==> config.mk <==
export PLATFORM = sky130hd
export DESIGN_NAME = spi_regacc_master
export DESIGN_NICKNAME = d
export VERILOG_FILES = /design/src/rtl/spi_regacc_pkg.sv /design/src/rtl/spi_regacc_div.sv /design/src/rtl/spi_regacc_seq.sv /design/src/rtl/spi_regacc_shift.sv /design/src/rtl/spi_regacc_master.sv
export SDC_FILE = /design/constraint.sdc
export NUM_CORES = 1
export LEC_CHECK = 0
export ABC_AREA = 1
export BUFFER_PORTS_ARGS = -buffer_cell sky130_fd_sc_hd__buf_4
export CAP_MARGIN = 15
export CORE_UTILIZATION = 55
export DETAILED_ROUTE_END_ITERATION = 10
export GPL_TIMING_DRIVEN = 0
export MAX_ROUTING_LAYER = met4
export PLACE_DENSITY_LB_ADDON = 0.12
export SYNTH_ARGS = -nofsm -noshare
export SYNTH_HDL_FRONTEND = slang
export SYNTH_SLANG_ARGS = --single-unit
==> constraint.sdc <==
create_clock -name clk -period 2.9 [get_ports clk]
set_clock_uncertainty 0.2 [all_clocks]
set_input_delay 0.58 -clock clk [delete_from_list [all_inputs] [get_ports clk]]
set_output_delay 0.58 -clock clk [all_outputs]
set_load 0.01 [all_outputs]
==> src/rtl/spi_regacc_pkg.sv <==
package spi_regacc_pkg;

   typedef enum logic [1:0] {
      PH_IDLE = 2'd0,
      PH_LOW  = 2'd1,
      PH_HIGH = 2'd2,
      PH_TAIL = 2'd3
   } phase_t;

   function automatic int unsigned frame_bits(input int unsigned aw, input int unsigned dw);
      return 1 + aw + dw;
   endfunction

endpackage

==> src/rtl/spi_regacc_div.sv <==
module spi_regacc_div #(
   parameter int unsigned HALF = 20
)(
   input  logic clk,
   input  logic rst_n,
   input  logic run,
   output logic tick
);
   localparam int unsigned CW = (HALF < 2) ? 1 : $clog2(HALF);
   localparam logic [CW-1:0] LAST = CW'(HALF - 1);

   logic [CW-1:0] cnt_q;

   assign tick = run && (cnt_q == LAST);

   always_ff @(posedge clk or negedge rst_n) begin
      if (!rst_n)
         cnt_q <= '0;
      else if (!run || tick)
         cnt_q <= '0;
      else
         cnt_q <= cnt_q + 1'b1;
   end

   AST_TICK_SPACED: assert property (@(posedge clk) disable iff (!rst_n)
      tick |=> !tick);

   AST_CNT_RANGE: assert property (@(posedge clk) disable iff (!rst_n)
      cnt_q <= LAST);

   AST_IDLE_CLEAR: assert property (@(posedge clk) disable iff (!rst_n)
      !run |=> (cnt_q == '0));

endmodule

==> src/rtl/spi_regacc_seq.sv <==
module spi_regacc_seq
   import spi_regacc_pkg::*;
#(
   parameter int unsigned FRAME = 16
)(
   input  logic clk,
   input  logic rst_n,
   input  logic start,
   input  logic op_read,
   input  logic tick,
   output logic busy,
   output logic load,
   output logic sample_rx,
   output logic shift_tx,
   output logic finish,
   output logic commit,
   output logic sclk,
   output logic cs_n
);
   localparam int unsigned BW = $clog2(FRAME + 1);
   localparam logic [BW-1:0] LAST_BIT = BW'(FRAME);

   phase_t        ph_q, ph_d;
   logic [BW-1:0] bits_q;
   logic          rd_q;
   logic          sclk_q;
   logic          cs_n_q;
   logic          all_bits;

   assign all_bits  = (bits_q == LAST_BIT);
   assign busy      = (ph_q != PH_IDLE);
   assign load      = (ph_q == PH_IDLE) && start;
   assign sample_rx = (ph_q == PH_LOW) && tick;
   assign shift_tx  = (ph_q == PH_HIGH) && tick && !all_bits;
   assign finish    = (ph_q == PH_TAIL) && tick;
   assign commit    = finish && rd_q;
   assign sclk      = sclk_q;
   assign cs_n      = cs_n_q;

   always_comb begin
      ph_d = ph_q;
      unique case (ph_q)
         PH_IDLE: if (start) ph_d = PH_LOW;
         PH_LOW:  if (tick)  ph_d = PH_HIGH;
         PH_HIGH: if (tick)  ph_d = all_bits ? PH_TAIL : PH_LOW;
         PH_TAIL: if (tick)  ph_d = PH_IDLE;
         default:            ph_d = PH_IDLE;
      endcase
   end

   always_ff @(posedge clk or negedge rst_n) begin
      if (!rst_n) begin
         ph_q   <= PH_IDLE;
         bits_q <= '0;
         rd_q   <= 1'b0;
         sclk_q <= 1'b0;
         cs_n_q <= 1'b1;
      end else begin
         ph_q <= ph_d;
         if (load) begin
            bits_q <= '0;
            rd_q   <= op_read;
            cs_n_q <= 1'b0;
         end
         if (sample_rx) begin
            bits_q <= bits_q + 1'b1;
            sclk_q <= 1'b1;
         end
         if ((ph_q == PH_HIGH) && tick)
            sclk_q <= 1'b0;
         if (finish)
            cs_n_q <= 1'b1;
      end
   end

   AST_IDLE_SCLK_LOW: assert property (@(posedge clk) disable iff (!rst_n)
      cs_n |-> !sclk);

   AST_START_IGNORED: assert property (@(posedge clk) disable iff (!rst_n)
      (busy && start && !tick) |=> ($stable(ph_q) && $stable(bits_q)));

   AST_BIT_RANGE: assert property (@(posedge clk) disable iff (!rst_n)
      bits_q <= LAST_BIT);

   AST_RELEASE_FULL: assert property (@(posedge clk) disable iff (!rst_n)
      $rose(cs_n) |-> all_bits);

endmodule

==> src/rtl/spi_regacc_shift.sv <==
module spi_regacc_shift #(
   parameter int unsigned ADDR_W = 7,
   parameter int unsigned DATA_W = 8
)(
   input  logic              clk,
   input  logic              rst_n,
   input  logic              load,
   input  logic              op_read,
   input  logic [ADDR_W-1:0] addr,
   input  logic [DATA_W-1:0] wr_byte,
   input  logic              shift_tx,
   input  logic              clear_tx,
   input  logic              sample_rx,
   input  logic              miso,
   input  logic              commit,
   output logic              mosi,
   output logic [DATA_W-1:0] rd_byte,
   output logic              rd_valid
);
   localparam int unsigned FRAME = 1 + ADDR_W + DATA_W;

   logic [FRAME-1:0]  tx_q;
   logic [DATA_W-1:0] rx_q;
   logic [DATA_W-1:0] rd_byte_q;
   logic              rd_valid_q;

   assign mosi     = tx_q[FRAME-1];
   assign rd_byte  = rd_byte_q;
   assign rd_valid = rd_valid_q;

   always_ff @(posedge clk or negedge rst_n) begin
      if (!rst_n)
         tx_q <= '0;
      else if (load)
         tx_q <= {op_read, addr, wr_byte};
      else if (clear_tx)
         tx_q <= '0;
      else if (shift_tx)
         tx_q <= {tx_q[FRAME-2:0], 1'b0};
   end

   always_ff @(posedge clk or negedge rst_n) begin
      if (!rst_n)
         rx_q <= '0;
      else if (sample_rx)
         rx_q <= {rx_q[DATA_W-2:0], miso};
   end

   always_ff @(posedge clk or negedge rst_n) begin
      if (!rst_n) begin
         rd_byte_q  <= '0;
         rd_valid_q <= 1'b0;
      end else begin
         rd_valid_q <= commit;
         if (commit)
            rd_byte_q <= rx_q;
      end
   end

   AST_VALID_PULSE: assert property (@(posedge clk) disable iff (!rst_n)
      rd_valid |=> !rd_valid);

   AST_RDBYTE_HOLD: assert property (@(posedge clk) disable iff (!rst_n)
      !rd_valid |-> $stable(rd_byte));

   AST_LOAD_EXCLUSIVE: assert property (@(posedge clk) disable iff (!rst_n)
      load |-> !(shift_tx || sample_rx || commit));

endmodule

==> src/rtl/spi_regacc_master.sv <==
module spi_regacc_master
   import spi_regacc_pkg::*;
#(
   parameter int unsigned DIV_RATIO = 40,
   parameter int unsigned ADDR_W    = 7,
   parameter int unsigned DATA_W    = 8
)(
   input  logic              clk,
   input  logic              rst_n,
   input  logic              start_i,
   input  logic              op_read_i,
   input  logic [ADDR_W-1:0] addr_i,
   input  logic [DATA_W-1:0] wr_byte_i,
   output logic              sclk_o,
   output logic              cs_n_o,
   output logic              mosi_o,
   input  logic              miso_i,
   output logic [DATA_W-1:0] rd_byte_o,
   output logic              rd_valid_o
);
   localparam int unsigned HALF  = DIV_RATIO / 2;
   localparam int unsigned FRAME = frame_bits(ADDR_W, DATA_W);

   generate
      if ((DIV_RATIO < 4) || ((DIV_RATIO % 2) != 0)) begin : g_div_bad
         $error("spi_regacc_master: DIV_RATIO must be even and at least 4");
      end
      if ((ADDR_W < 1) || (DATA_W < 2)) begin : g_width_bad
         $error("spi_regacc_master: ADDR_W >= 1 and DATA_W >= 2 required");
      end
   endgenerate

   logic busy;
   logic tick;
   logic load;
   logic sample_rx;
   logic shift_tx;
   logic finish;
   logic commit;

   spi_regacc_div #(
      .HALF (HALF)
   ) u_div (
      .clk   (clk),
      .rst_n (rst_n),
      .run   (busy),
      .tick  (tick)
   );

   spi_regacc_seq #(
      .FRAME (FRAME)
   ) u_seq (
      .clk       (clk),
      .rst_n     (rst_n),
      .start     (start_i),
      .op_read   (op_read_i),
      .tick      (tick),
      .busy      (busy),
      .load      (load),
      .sample_rx (sample_rx),
      .shift_tx  (shift_tx),
      .finish    (finish),
      .commit    (commit),
      .sclk      (sclk_o),
      .cs_n      (cs_n_o)
   );

   spi_regacc_shift #(
      .ADDR_W (ADDR_W),
      .DATA_W (DATA_W)
   ) u_shift (
      .clk       (clk),
      .rst_n     (rst_n),
      .load      (load),
      .op_read   (op_read_i),
      .addr      (addr_i),
      .wr_byte   (wr_byte_i),
      .shift_tx  (shift_tx),
      .clear_tx  (finish),
      .sample_rx (sample_rx),
      .miso      (miso_i),
      .commit    (commit),
      .mosi      (mosi_o),
      .rd_byte   (rd_byte_o),
      .rd_valid  (rd_valid_o)
   );

   AST_MOSI_STEADY_HIGH: assert property (@(posedge clk) disable iff (!rst_n)
      (sclk_o && $past(sclk_o)) |-> $stable(mosi_o));

   AST_VALID_AT_RELEASE: assert property (@(posedge clk) disable iff (!rst_n)
      rd_valid_o |-> $rose(cs_n_o));

   AST_CS_FALL_FROM_IDLE: assert property (@(posedge clk) disable iff (!rst_n)
      $fell(cs_n_o) |-> !sclk_o);

endmodule

==> qor.csv <==
metric,value,unit
grt total ovfl,0,
Post-Route Utilization,0.6996,
VDD IR max,0.4292,mV
RR Startpoint,u_div.cnt_q[0],
yosys warns,0,
WL met2,1.940,mm
worst slew pin tran,595.9,ps
worst min-delay path class,input port to asynchronous set/reset pin,
setup repair bufs after CTS,0,
top_reg_cell synth,dfrtp_1,
area of the mapped netlist,2258,um^2
library cells used by synthesis,24,
P per Cell Area,793.9,nW/um^2
top layer in use,met4,
"Net Count, Synth",291,
"EDFF count, synth",0,
Detailed Route WL,4.247,mm
Reg2Reg Setup Slack,1060,ps
Post-CTS Hold Buffers,0,
start point of the critical path,u_div.cnt_q[0],
WP data required,2880,ps
Max Buffers Root-to-Sink,2,
slowest CP cell,dfrtp_1,
Fin. Hold Viols,0,
startpoint types,register,
Clock Tree Root,clkbuf_8,
CTS tree,done,
Async SR Flop Fraction,1.000,
area post-placement,2551,um^2
largest fanout on the critical path,10,
Worst Setup End Kind,register,
clk_lat worst skew,300,ps
post-DP HPWL,2.851,mm
Syn Inst Count,268,
Buf/Inv on CP,1,
total die area,4367,um^2
outcome,completed,
DR pass1 iterations,6,
routability cong.,0.8131,
Worst slew margin,0.6027,
critical path class,register to register,
Vias,1804,
I/O Buffers,31,
"slowest stage delay, CP",390,ps
largest family of logic cells by synthesized area,simple AND/OR/NAND/NOR gates,
# resized after CTS,0,
Clock Sinks,48,
Chip Width,66.08,um
RSZ-0062 raised after global routing,false,
Max Cap Violations,0,
vias in the first global route,1695,
initial drt markers,98,
"delay-heaviest family, CP",simple AND/OR/NAND/NOR gates,
IO Count,32,
Post-Place Cells,347,
multiplexer share of the synthesized area,0,
"commonest cells after routing, fill and taps aside","101 x nand2_1, 47 x dfrtp_1, 37 x nand3_1, 35 x buf_4, 21 x o21ai_0",
CTS buffer count,5,
compound-cell area share of the yosys netlist,0.05651,
P_leak,1.417,nW
die height,66.08,um
post-synthesis register bit count,48,
met3 wire len,159,um
number of diodes,0,
routed length per instance,11.96,um
Max Slew Vio Count,0,
Initial Util,0.5945,
most frequent CP cell,nand2_1,
Rows,22,
fin cells,355,
first-pass GRT wire length,7.562,mm
Post-Synth Simple-Gate Area,0.3058,
crit-path cells,"ha_1, nand2_1, nor2_2, nand3_1, buf_2, nand2_1, o21ai_0",
Final min period,1837,ps
XOR/XNOR Fraction of Synth Area,0.01939,
Tcrit/Tclk final,0.6336,
antenna violations before repair,0,
Routed Antenna Nets,0,
"most common cell after layout, fill and taps aside",nand2_1,
"Design Area, Final",2658,um^2
CP arrival,1820,ps
Clock H-tree levels,2,
Remaining DRCs,0,
Core Region,3799,um^2
clock-pin slew on the worst setup and hold paths,80,ps
syn_area_per_cell,8.427,um^2
Overall Global Routing Usage,0.2366,
Layout Nets,329,
largest net degree at the start of global routing,49,
register area share after synthesis,0.5324,
setup TNS,0,ps
FMAX,544.3,MHz
Final Setup Violations,0,
Met1 Routed Length,2.077,mm
fraction of layout cells with a size suffix above 1,0.1954,
area delta synth->final,17.67,%
Via-to-Cell Ratio,5.082,
Post-Synth Adder-Cell Area,0.01662,
-- final cells by class --
class / instances / area (um^2)
timing repair buffer: 31 / 232.7
fill: 326 / 1141
multi-input combinational: 189 / 899.6
sequential: 48 / 1202
clock inverter: 1 / 30.03
clock buffer: 7 / 76.32
buffer: 9 / 71.32
inverter: 22 / 85.08
tap: 48 / 60.06
-- synthesized netlist by cell type (3+ instances only) --
master	instances	area, um^2
nand2_1	101	379.1
nand2_4	3	33.78
ha_1	3	37.54
inv_1	18	67.56
nand3_1	37	185.2
dfrtp_1	47	1176
nor2_1	9	33.78
buf_2	3	15.01
buf_4	4	30.03
o21ai_0	21	105.1
xor2_1	4	35.03
inv_2	3	11.26
-- metrics by stage --
| step | hold slack, ps | worst slack, ps | power (mW) |
|---|---|---|---|
| floorplan | 84.41 | 1281 | 1.466 |
| global placement | 252.0 | 1127 | 1.612 |
| detailed placement | 262.4 | 1059 | 1.641 |
| CTS | 100.6 | 1035 | 2.121 |
| global route | 125.3 | 907.0 | 2.271 |
| finish | 80.75 | 1063 | 2.110 |
-- registers in the layout, indices dropped and copies added (netlist names) --
register and flops:
u_shift.rx_q 8, u_shift.tx_q 16, u_seq.cs_n 1, u_seq.bits_q 5
u_shift.rd_byte 8, u_div.cnt_q 5, u_seq.sclk 1, u_shift.rd_valid 1
u_seq.rd_q 1, u_seq.ph_q 2
-- final timing paths --
| kind | to | cells after the start |
|---|---|---|
| max in group asynchronous | u_shift.rd_byte[1] | 1 |
| hold / removal | u_shift.rd_byte[5] | 1 |
| hold reg to reg | u_shift.rd_byte[7] | 2 |
| setup / recovery | u_shift.rd_byte[6] | 7 |
| min in group clk | u_shift.tx_q[0] | 3 |
| setup reg to reg | u_shift.rd_byte[6] | 7 |
-- routing by layer --
metal,vias to the layer above,track usage
li1,922,-
met1,840,0.3073
met2,34,0.3648
met3,8,0.05172
met4,0,0.08777
met5,-,-
-- cell families (layout without fill, tap and decap cells) --
family / after synthesis / count (layout)
XOR/XNOR: 5 / 5
buffers and inverters: 31 / 70
AND/OR/NAND/NOR: 156 / 156
AO/OA/AOI/OAI: 25 / 25
adder cells (fa/ha/maj): 3 / 3
flip-flops: 48 / 48
-- where the power goes --
part / switching (mW) / internal, mW
Combinational: 0.353 / 0.276
Sequential: 0.145 / 0.860
Clock: 0.218 / 0.258
Total: 0.716 / 1.39
(Power assumes the default switching activity.)
